File: src/rtl/fpc_pkg.sv
package fpc_pkg;
    localparam int WORD_W = 64;
    localparam int MAG_W  = WORD_W - 1;
    localparam int OP_W   = 3;

    localparam logic [OP_W-1:0] OP_LE = 3'd0;
    localparam logic [OP_W-1:0] OP_LT = 3'd1;
    localparam logic [OP_W-1:0] OP_EQ = 3'd2;

    typedef struct packed {
        logic             sign;
        logic             nan;
        logic             snan;
        logic             zero;
        logic [MAG_W-1:0] mag;
    } opnd_t;

    typedef enum logic {ST_IDLE, ST_EMIT} state_e;
endpackage

File: src/rtl/fpc_unpack.sv
module fpc_unpack
    import fpc_pkg::*;
#(
    parameter int EXP_W = 8,
    parameter int MAN_W = 23
) (
    input  logic [EXP_W+MAN_W:0] word,
    output opnd_t                info
);
    localparam int TOP = EXP_W + MAN_W;

    logic [EXP_W-1:0] expo;
    logic [MAN_W-1:0] frac;

    always_comb begin
        expo      = word[TOP-1:MAN_W];
        frac      = word[MAN_W-1:0];
        info.sign = word[TOP];
        info.nan  = (&expo) && (|frac);
        info.snan = info.nan && !frac[MAN_W-1];
        info.zero = (word[TOP-1:0] == '0);
        info.mag  = MAG_W'(word[TOP-1:0]);
    end
endmodule

File: src/rtl/fpc_relate.sv
module fpc_relate
    import fpc_pkg::*;
(
    input  opnd_t           a,
    input  opnd_t           b,
    input  logic [OP_W-1:0] op,
    output logic            hit,
    output logic            inv
);
    logic any_nan, any_snan, both_zero, eq_v, lt_v;

    always_comb begin
        any_nan   = a.nan || b.nan;
        any_snan  = a.snan || b.snan;
        both_zero = a.zero && b.zero;
        eq_v      = !any_nan && (both_zero || (a.sign == b.sign && a.mag == b.mag));
        if (any_nan || both_zero)
            lt_v = 1'b0;
        else if (a.sign != b.sign)
            lt_v = a.sign;
        else if (!a.sign)
            lt_v = a.mag < b.mag;
        else
            lt_v = a.mag > b.mag;

        unique case (op)
            OP_LE: begin hit = lt_v || eq_v; inv = any_nan;  end
            OP_LT: begin hit = lt_v;         inv = any_nan;  end
            OP_EQ: begin hit = eq_v;         inv = any_snan; end
            default: begin hit = 1'b0;       inv = 1'b0;     end
        endcase
    end
endmodule

File: src/rtl/fp_compare_unit.sv
module fp_compare_unit
    import fpc_pkg::*;
#(
    parameter int SP_EXP = 8,
    parameter int SP_MAN = 23,
    parameter int DP_EXP = 11,
    parameter int DP_MAN = 52
) (
    input  logic              clk,
    input  logic              rst_n,
    input  logic              req_valid,
    input  logic              req_dbl,
    input  logic [OP_W-1:0]   req_op,
    input  logic [WORD_W-1:0] req_a,
    input  logic [WORD_W-1:0] req_b,
    output logic [WORD_W-1:0] rsp_data,
    output logic              rsp_invalid,
    output logic              rsp_valid,
    output logic              flag_invalid
);
    localparam int SP_W = SP_EXP + SP_MAN + 1;
    localparam int DP_W = DP_EXP + DP_MAN + 1;

    logic [WORD_W-1:0] words [2];
    opnd_t             sel   [2];
    logic              hit, inv;
    state_e            state, state_nx;

    assign words[0] = req_a;
    assign words[1] = req_b;

    for (genvar i = 0; i < 2; i++) begin : g_opnd
        opnd_t sp_info, dp_info;
        fpc_unpack #(.EXP_W(SP_EXP), .MAN_W(SP_MAN)) u_sp (
            .word(words[i][SP_W-1:0]), .info(sp_info));
        fpc_unpack #(.EXP_W(DP_EXP), .MAN_W(DP_MAN)) u_dp (
            .word(words[i][DP_W-1:0]), .info(dp_info));
        assign sel[i] = req_dbl ? dp_info : sp_info;
    end

    fpc_relate u_rel (.a(sel[0]), .b(sel[1]), .op(req_op), .hit(hit), .inv(inv));

    always_comb begin
        unique case (state)
            ST_IDLE: state_nx = req_valid ? ST_EMIT : ST_IDLE;
            ST_EMIT: state_nx = req_valid ? ST_EMIT : ST_IDLE;
            default: state_nx = ST_IDLE;
        endcase
    end

    always_ff @(posedge clk) begin
        if (!rst_n) state <= ST_IDLE;
        else        state <= state_nx;
    end

    always_ff @(posedge clk) begin
        if (!rst_n) begin
            rsp_data     <= '0;
            rsp_invalid  <= 1'b0;
            flag_invalid <= 1'b0;
        end else if (req_valid) begin
            rsp_data     <= WORD_W'(hit);
            rsp_invalid  <= inv;
            flag_invalid <= flag_invalid | inv;
        end else begin
            rsp_invalid  <= 1'b0;
        end
    end

    assign rsp_valid = (state == ST_EMIT);
endmodule

File: config.mk
export PLATFORM = sky130hd
export DESIGN_NAME = fp_compare_unit
export DESIGN_NICKNAME = d
export VERILOG_FILES = /design/src/rtl/fpc_pkg.sv /design/src/rtl/fpc_unpack.sv /design/src/rtl/fpc_relate.sv /design/src/rtl/fp_compare_unit.sv
export SDC_FILE = /design/constraint.sdc
export NUM_CORES = 1
export LEC_CHECK = 0
export BUFFER_PORTS_ARGS = -buffer_cell sky130_fd_sc_hd__buf_2
export CAP_MARGIN = 20
export CORE_MARGIN = 2
export CORE_UTILIZATION = 40
export CTS_CLUSTER_SIZE = 10
export DETAILED_ROUTE_END_ITERATION = 10
export PLACE_DENSITY = 0.75
export RECOVER_POWER = 50
export SLEW_MARGIN = 20
export SYNTH_ARGS = -nofsm -noshare
export SYNTH_HDL_FRONTEND = slang
export SYNTH_HIERARCHICAL = 1
export SYNTH_SLANG_ARGS = --single-unit
File: constraint.sdc
create_clock -name clk -period 7.1 [get_ports clk]
set_input_delay 1.42 -clock clk [delete_from_list [all_inputs] [get_ports clk]]
set_output_delay 1.42 -clock clk [all_outputs]
set_load 0.005 [all_outputs]
==> flow_metrics.env, run 1 <==
export IMPL_wire_per_inst_um=14.7
export IMPL_drtIter0Drc=221
export IMPL_drive_gt1_share_pct=38.3
export IMPL_drtAntennaViolNets=0
export IMPL_async_flop_share_pct=0
export IMPL_hpwl_mm=12.5
export IMPL_fill_cells=1784
export IMPL_worstMarginPinSlew_ns=0.816
export IMPL_cts_buffers_inserted=3
export IMPL_r2r_slack_ns=6.45
export IMPL_crit_type="input pin to flop"
export IMPL_timing_hold_ws_ns=0.487
export IMPL_cp_end_kind="flop"
export IMPL_clk_latency_ns=0.23
export IMPL_rsz0062_at_grt="false"
export IMPL_setup_viol=0
export IMPL_max_cap_viol_count=0
export IMPL_cts_max_level=1
export IMPL_core_area_um2=16500
export IMPL_timing_final_crit_share_pct=67.8
export IMPL_drt_total_wl_mm=14.3
export IMPL_io_buffers=138
export IMPL_start_util_pct=40.7
export IMPL_synth_cell_types=46
export IMPL_finalPower_uw=437
export IMPL_synth_edf_count=0
export IMPL_grt_pass1_vias=4471
export IMPL_netlist_instances=818
export IMPL_synth_flop_cell="dfxtp_1"
export IMPL_power_density_nw_per_um2=76.6
export IMPL_min_period_ns=4.81
export IMPL_die_area_um2=17800
export IMPL_grt_antenna_before_repair=2
export IMPL_slew_violations=0
export IMPL_postCtsSetupBuffers=0
export IMPL_yosysSeqAreaShare_pct=1.20
export IMPL_rows=47
export IMPL_final_cell_mix="buf_2, conb_1, mux2_2"
export IMPL_vias_per_cell=4.69
export IMPL_vias=4561
export IMPL_cts_resized=0
export IMPL_fin_setup_tns_ns=0
export IMPL_path_clk_slew_ns=0.04
export IMPL_clock_path_buffers=2
export IMPL_cts_tree="done"
export IMPL_required_ns=7.27
export IMPL_root_buffer="clkbuf_16"
export IMPL_final_hold_violation_count=0
export IMPL_mostFrequentLayoutCell="buf_2"
export IMPL_ys_seq_elements=4
export IMPL_cts_sinks=4
export IMPL_skew_ns=0
export IMPL_drcViolationCount=0
export IMPL_netlist_area_um2=6700
export IMPL_syn_area_per_cell_um2=8.19
export IMPL_grt_overflow_total=0
export IMPL_ctsHoldBuffers=0
export IMPL_ys_warnings_count=6
export IMPL_grt_start_max_net_pins=81
export IMPL_die_w_um=133
export IMPL_setup_worst_path_start_class="input pin"
export IMPL_cp_arrival_ns=4.98
export IMPL_ios=202
export IMPL_max_freq_mhz=208
export IMPL_grt_first_pass_wirelength_mm=22.1
export IMPL_syn_to_final_growth_pct=-14.8
export IMPL_ir_worst_vdd_mv=0.0559
export IMPL_power_static_leakage_nw=2.94
export IMPL_track_usage_pct=15.4
export IMPL_drtPass1Iterations=4
export IMPL_outcome="completed"
export IMPL_hold_class="flop to flop"
export IMPL_fin_nets=951
export IMPL_crit_fanout=80
export IMPL_die_h_um=133
export IMPL_relSlewSlack_pct=45.6
export IMPL_gp_congestion=0.846
## cell usage after synthesis, drive strengths merged (2+ instances only)
master,count,area [µm²]
a22oi,2,15.0
or4,5,48.8
nor2,16,65.1
a2111oi,3,26.3
nand4b,3,26.3
a21o,2,15.0
a21oi,27,135
nor3,10,50.1
nor4,47,319
nand2,18,67.6
nand4,28,181
inv,66,248
buf,334,2520
and4,7,61.3
nand3,9,45.0
or2,2,12.5
nor2b,2,12.5
a211oi,8,60.1
dfxtp,4,80.1
a221oi,2,17.5
conb,3,11.3
ha,63,788
mux2,134,1730
o21ai,9,45.0
## critical path: stages
cell and delay [ns]:
buf_6 0.58, buf_4 0.54, mux2_4 0.23, inv_1 0.04, ha_1 0.30, nand4_1 0.22, nor4_1 0.41, nand4_1 0.21
o21ai_1 0.17, nand2_1 0.07, a211o_1 0.30, a211oi_1 0.21, mux2i_1 0.11, nor2b_1 0.10
## metrics by stage
step	instance area (µm²)	instances	utilization (%)	setup WS [ns]
final	5710	972	34.7	2.29
after detailed placement	5630	968	34.2	2.09
after global routing	5710	972	34.7	2.00
after global placement	5630	968	34.2	2.13
after CTS	5710	971	34.7	2.32
after floorplan	7160	942	-	3.22
## registers in the layout (all words and copies together), names as in the netlist
name / cells
flag_invalid: 1
rsp_data: 1
rsp_invalid: 1
rsp_valid: 1
## final timing paths
| check | startpoint | end | cells past startpoint |
|---|---|---|---|
| setup / recovery | req_dbl | rsp_data[0] | 14 |
| hold / removal | flag_invalid | flag_invalid | 2 |
| setup reg to reg | rsp_data[0] | rsp_data[0] | 2 |
| hold reg to reg | flag_invalid | flag_invalid | 2 |
## power by group
part | leakage [nW] | switching, mW | internal (mW) | total [mW]
clock | 0.0370 | 0.0198 | 0.0723 | 0.0921
sequential | 0.0326 | 0.000307 | 0.0232 | 0.0235
combinational | 2.87 | 0.164 | 0.158 | 0.322
## final cells by class
cell class,instances,area [µm²],area share [%]
multi-input cells,538,4320,75.6
repair buffers,140,711,12.5
well taps,220,275,4.82
inverters,66,248,4.34
flip-flops and latches,4,80.1,1.40
clock buffers,3,75.1,1.32
diodes,1,2.50,0.0439
## routing by layer
layer,vias to the layer above,track usage [%],routed length [µm]
met5,-,0,0
met4,0,3.90,320
li1,2299,-,-
met1,2060,19.1,6130
met3,22,2.70,1110
met2,180,27.5,6750
## logic make-up after synthesis
group | after synthesis | synth area share, %
other | 3 | 0.168
DFF | 4 | 1.20
xor gates and xnor gates | 1 | 0.131
adders and majority gates | 63 | 11.8
AOI/OAI and AO/OA | 61 | 5.66
muxes | 135 | 26.0
buffers and inverters | 400 | 41.3
and+or+nand+nor | 151 | 13.7
(Power assumes the default switching activity.)
==> inputs of run 2 (changes only) <==
- PLACE_DENSITY: 0.75 -> 0.77
- clock period: 7.1 -> 4.15 ns (I/O delays scaled with it)
==> flow_metrics.env, run 2 (synthesized netlist as in run 1, its figures left out) <==
export IMPL_vias=4585
export IMPL_rows=47
export IMPL_detailedPlace_worstSlack_ns=0.151
export IMPL_final_hold_violation_count=0
export IMPL_setup_worst_path_start_class="input pin"
export IMPL_grt_start_max_net_pins=67
export IMPL_p_int_uw=442
export IMPL_diodes=0
export IMPL_cts_tree="done"
export IMPL_fin_util_pct=35.1
export IMPL_wire_per_inst_um=14.5
export IMPL_power_static_leakage_nw=2.98
export IMPL_timing_hold_ws_ns=0.493
export IMPL_worst_path_stages=14
export IMPL_cts_resized=0
export IMPL_cp_arrival_ns=3.95
export IMPL_grt_antenna_before_repair=0
export IMPL_timing_final_crit_share_pct=91.2
export IMPL_hold_class="flop to flop"
export IMPL_drive_gt1_share_pct=38.8
export IMPL_setup_viol=0
export IMPL_syn_to_final_growth_pct=-13.7
export IMPL_required_ns=4.32
export IMPL_ios=202
export IMPL_grt_first_pass_wirelength_mm=21.5
export IMPL_crit_fanout=66
export IMPL_die_w_um=133
export IMPL_skew_ns=0
export IMPL_reg2reg_depth=2
export IMPL_slew_violations=0
export IMPL_outcome="completed"
export IMPL_clock_path_buffers=2
export IMPL_core_area_um2=16500
export IMPL_cpMaxStageDelayCell="buf_6"
export IMPL_start_util_pct=40.7
export IMPL_final_cell_mix="buf_2, conb_1, mux2_2"
export IMPL_cp_end_kind="flop"
export IMPL_cts_sinks=4
export IMPL_drcViolationCount=0
export IMPL_p_switching_uw=318
export IMPL_crit_type="input pin to flop"
export IMPL_power_density_nw_per_um2=131
export IMPL_slowest_delay_ns=0.50
export IMPL_cts_max_level=1
export IMPL_grt_overflow_total=0
export IMPL_vias_per_cell=4.69
export IMPL_worstMarginPinSlew_ns=0.846
export IMPL_seq_power_share_pct=5.3
export IMPL_rsz0062_at_grt="false"
export IMPL_fin_setup_tns_ns=0
export IMPL_fin_nets=958
export IMPL_r2r_slack_ns=3.53
export IMPL_die_h_um=133
export IMPL_fin_ws_ns=0.367
export IMPL_path_clk_slew_ns=0.04
export IMPL_drtAntennaViolNets=0
export IMPL_max_freq_mhz=264
export IMPL_drtPass1Iterations=4
export IMPL_root_buffer="clkbuf_16"
export IMPL_crit_top_cell="nand4_1"
export IMPL_power_frac_comb_pct=74.1
export IMPL_track_usage_pct=15.1
export IMPL_drt_total_wl_mm=14.2
export IMPL_clk_latency_ns=0.23
export IMPL_cts_buffers_inserted=3
export IMPL_drtIter0Drc=201
export IMPL_mostFrequentLayoutCell="buf_2"
export IMPL_max_cap_viol_count=0
export IMPL_fill_cells=1736
export IMPL_relSlewSlack_pct=42.2
export IMPL_min_path_cells=2
export IMPL_hpwl_mm=12.6
export IMPL_die_area_um2=17800
export IMPL_pwr_share_clk_pct=20.6
export IMPL_crit_family="buffers and inverters"
export IMPL_io_buffers=138
export IMPL_ir_worst_vdd_mv=0.0929
export IMPL_switching_share_pct=41.8
export IMPL_postCtsSetupBuffers=0
export IMPL_ctsHoldBuffers=0
export IMPL_crit_chain="buf_6, buf_4, mux2_4, inv_1, ha_1, nand4_1, nor4_1, nand4_1, o21ai_1, nand2_1, a211o_1, a211oi_1, mux2i_1, nor2b_1"
export IMPL_path_buf_inv=3
export IMPL_gp_congestion=0.854
export IMPL_min_period_ns=3.78
export IMPL_grt_pass1_vias=4325
==> run 2: changes by cell type in the layout (fill, tap and decap cells not counted), sizes merged <==
| cell | delta |
|---|---|
| diode | -1 |
| clkbuf | +1 |
| buf | +6 |
==> run 2: metal layers <==
| metal | vias to the layer above | part of all wire [%] | global-route usage, % |
|---|---|---|---|
| met4 | 0 | 2.1 | 4.02 |
| li1 | 2317 | - | - |
| met2 | 181 | 48 | 26.7 |
| met3 | 20 | 6.9 | 1.86 |
| met1 | 2067 | 43 | 19.4 |
| met5 | - | 0 | 0 |
==> run 2: worst min-delay path: stages (launching register included) <==
cell and delay, ns:
dfxtp_1 0.31, a21oi_1 0.04, nor2b_1 0.10
==> run 2: layout make-up <==
class	count	area, µm²	share of cell area [%]
multi-input cells	538	4320	74.7
inverters	66	248	4.29
repair buffers	147	787	13.6
well taps	220	275	4.76
clock buffers	3	75.1	1.30
flip-flops and latches	4	80.1	1.39
==> run 2: power groups by stage <==
stage	Sequential, mW	Combinational [mW]	Clock, mW
2_1_floorplan	0.0406	0.582	0
3_3_place_gp	0.0406	0.542	0
3_5_place_dp	0.0407	0.554	0
4_1_cts	0.0402	0.558	0.157
5_1_grt	0.0402	0.628	0.160
6_report	0.0402	0.563	0.156
==> run 2: path summary, 6_finish.rpt <==
kind	from	to
max	req_dbl	rsp_data[0]
min	flag_invalid	flag_invalid
max reg2reg	rsp_data[0]	rsp_data[0]
min reg2reg	flag_invalid	flag_invalid
==> run 2: metrics by stage <==
| stage | total power, mW | instance area [µm²] | cells |
|---|---|---|---|
| floorplan | 0.623 | 7160 | 942 |
| global placement | 0.582 | 5710 | 975 |
| detailed placement | 0.595 | 5710 | 975 |
| CTS | 0.756 | 5780 | 978 |
| global route | 0.828 | 5780 | 978 |
| finish | 0.759 | 5780 | 978 |
==> inputs of run 3 (changes only) <==
- MAX_ROUTING_LAYER: default -> met4
==> flow_metrics.env, run 3 (synthesized netlist as in run 1, its figures left out) <==
export IMPL_outcome="completed"
export IMPL_root_buffer="clkbuf_16"
export IMPL_cts_buffers_inserted=3
export IMPL_slew_violations=0
export IMPL_grt_antenna_before_repair=0
export IMPL_cts_tree="done"
export IMPL_required_ns=4.32
export IMPL_vias=4581
export IMPL_final_hold_violation_count=0
export IMPL_timing_hold_ws_ns=0.493
export IMPL_grt_overflow_total=0
export IMPL_cpMaxStageDelayCell="buf_6"
export IMPL_detailedPlace_worstSlack_ns=0.151
export IMPL_fin_nets=958
export IMPL_drive_gt1_share_pct=38.8
export IMPL_relSlewSlack_pct=41.8
export IMPL_fill_cells=1736
export IMPL_die_w_um=133
export IMPL_cp_arrival_ns=3.96
export IMPL_die_h_um=133
export IMPL_setup_viol=0
export IMPL_min_path_cells=2
export IMPL_crit_fanout=66
export IMPL_min_period_ns=3.79
export IMPL_mostFrequentLayoutCell="buf_2"
export IMPL_final_cell_mix="buf_2, conb_1, mux2_2"
export IMPL_crit_type="input pin to flop"
export IMPL_rows=47
export IMPL_max_freq_mhz=264
export IMPL_hold_end="flag_invalid"
export IMPL_wire_per_inst_um=14.5
export IMPL_r2r_end="rsp_data[0]"
export IMPL_rsz0062_at_grt="false"
export IMPL_gp_congestion=0.868
export IMPL_worstMarginPinSlew_ns=0.851
export IMPL_core_area_um2=16500
export IMPL_holdCritStartpoint="flag_invalid"
export IMPL_crit_top_cell="nand4_1"
export IMPL_cts_resized=0
export IMPL_diodes=0
export IMPL_cts_max_level=1
export IMPL_clk_latency_ns=0.23
export IMPL_fin_setup_tns_ns=0
export IMPL_vias_per_cell=4.68
export IMPL_cts_sinks=4
export IMPL_ctsHoldBuffers=0
export IMPL_die_area_um2=17800
export IMPL_drcViolationCount=0
export IMPL_grt_start_max_net_pins=67
export IMPL_fin_ws_ns=0.356
export IMPL_hold_class="flop to flop"
export IMPL_drtAntennaViolNets=0
export IMPL_ir_worst_vdd_mv=0.0931
export IMPL_hpwl_mm=12.6
export IMPL_drtPass1Iterations=4
export IMPL_power_density_nw_per_um2=132
export IMPL_r2r_slack_ns=3.54
export IMPL_postCtsSetupBuffers=0
export IMPL_clock_path_buffers=2
export IMPL_power_static_leakage_nw=2.98
export IMPL_placedInstanceArea_um2=5710
export IMPL_start_util_pct=40.7
export IMPL_grt_pass1_vias=4334
export IMPL_reg2reg_depth=2
export IMPL_r2r_start="rsp_data[0]"
export IMPL_syn_to_final_growth_pct=-13.7
export IMPL_timing_final_crit_share_pct=91.4
export IMPL_skew_ns=0
export IMPL_fin_area_um2=5780
export IMPL_crit_chain="buf_6, buf_4, mux2_4, inv_1, ha_1, nand4_1, nor4_1, nand4_1, o21ai_1, nand2_1, a211o_1, a211oi_1, mux2i_1, nor2b_1"
export IMPL_path_clk_slew_ns=0.04
export IMPL_drtIter0Drc=192
export IMPL_grt_first_pass_wirelength_mm=21.5
export IMPL_track_usage_pct=15.5
export IMPL_setup_worst_path_start_class="input pin"
export IMPL_ios=202
export IMPL_cp_end_kind="flop"
export IMPL_max_cap_viol_count=0
export IMPL_io_buffers=138
export IMPL_slowest_delay_ns=0.49
export IMPL_drt_total_wl_mm=14.2
-- run 3: worst max path at each step --
stage            start           to  slack [ns]  cells past startpoint
6_report       req_dbl  rsp_data[0]        0.36                     14
5_1_grt        req_dbl  rsp_data[0]        0.05                     14
4_1_cts        req_dbl  rsp_data[0]        0.38                     13
3_5_place_dp   req_dbl  rsp_data[0]        0.15                     13
3_3_place_gp   req_dbl  rsp_data[0]        0.21                     13
2_1_floorplan  req_dbl  rsp_data[0]        0.86                     14
-- run 3: layout make-up --
| type | count | area (µm²) | share of cell area [%] |
|---|---|---|---|
| tap | 220 | 275 | 4.76 |
| clock buffer | 3 | 75.1 | 1.30 |
| multi-input combinational | 538 | 4320 | 74.7 |
| timing repair buffer | 147 | 787 | 13.6 |
| inverter | 66 | 248 | 4.29 |
| sequential | 4 | 80.1 | 1.39 |
-- run 3: power by group --
group	internal, mW	switching [mW]
registers	0.0396	0.000517
logic	0.279	0.285
clock network	0.124	0.0332
total	0.442	0.319
-- run 3: worst max-delay path, delay by kind of cell --
family,cells,cell delay (ns)
buf+inv,3,0.88
mux,2,0.42
compound gates,3,0.66
fa+ha+maj,1,0.16
simple gates,5,0.89
-- run 3: through the flow --
step                      total power, mW  util, %  instances
final                               0.761     35.1        978
after global placement              0.582     34.7        975
after global routing                0.828     35.1        978
after detailed placement            0.595     34.7        975
after CTS                           0.756     35.1        978
after floorplan                     0.623        -        942
-- run 3: metal layers --
metal  share of wire (%)  GRT usage (%)  vias to the layer above
met5                   0              -                        -
met4                 2.0           4.14                        0
met3                 6.3           1.45                       23
met2                  47           26.7                      181
met1                  44           19.5                     2062
li1                    -              -                     2315
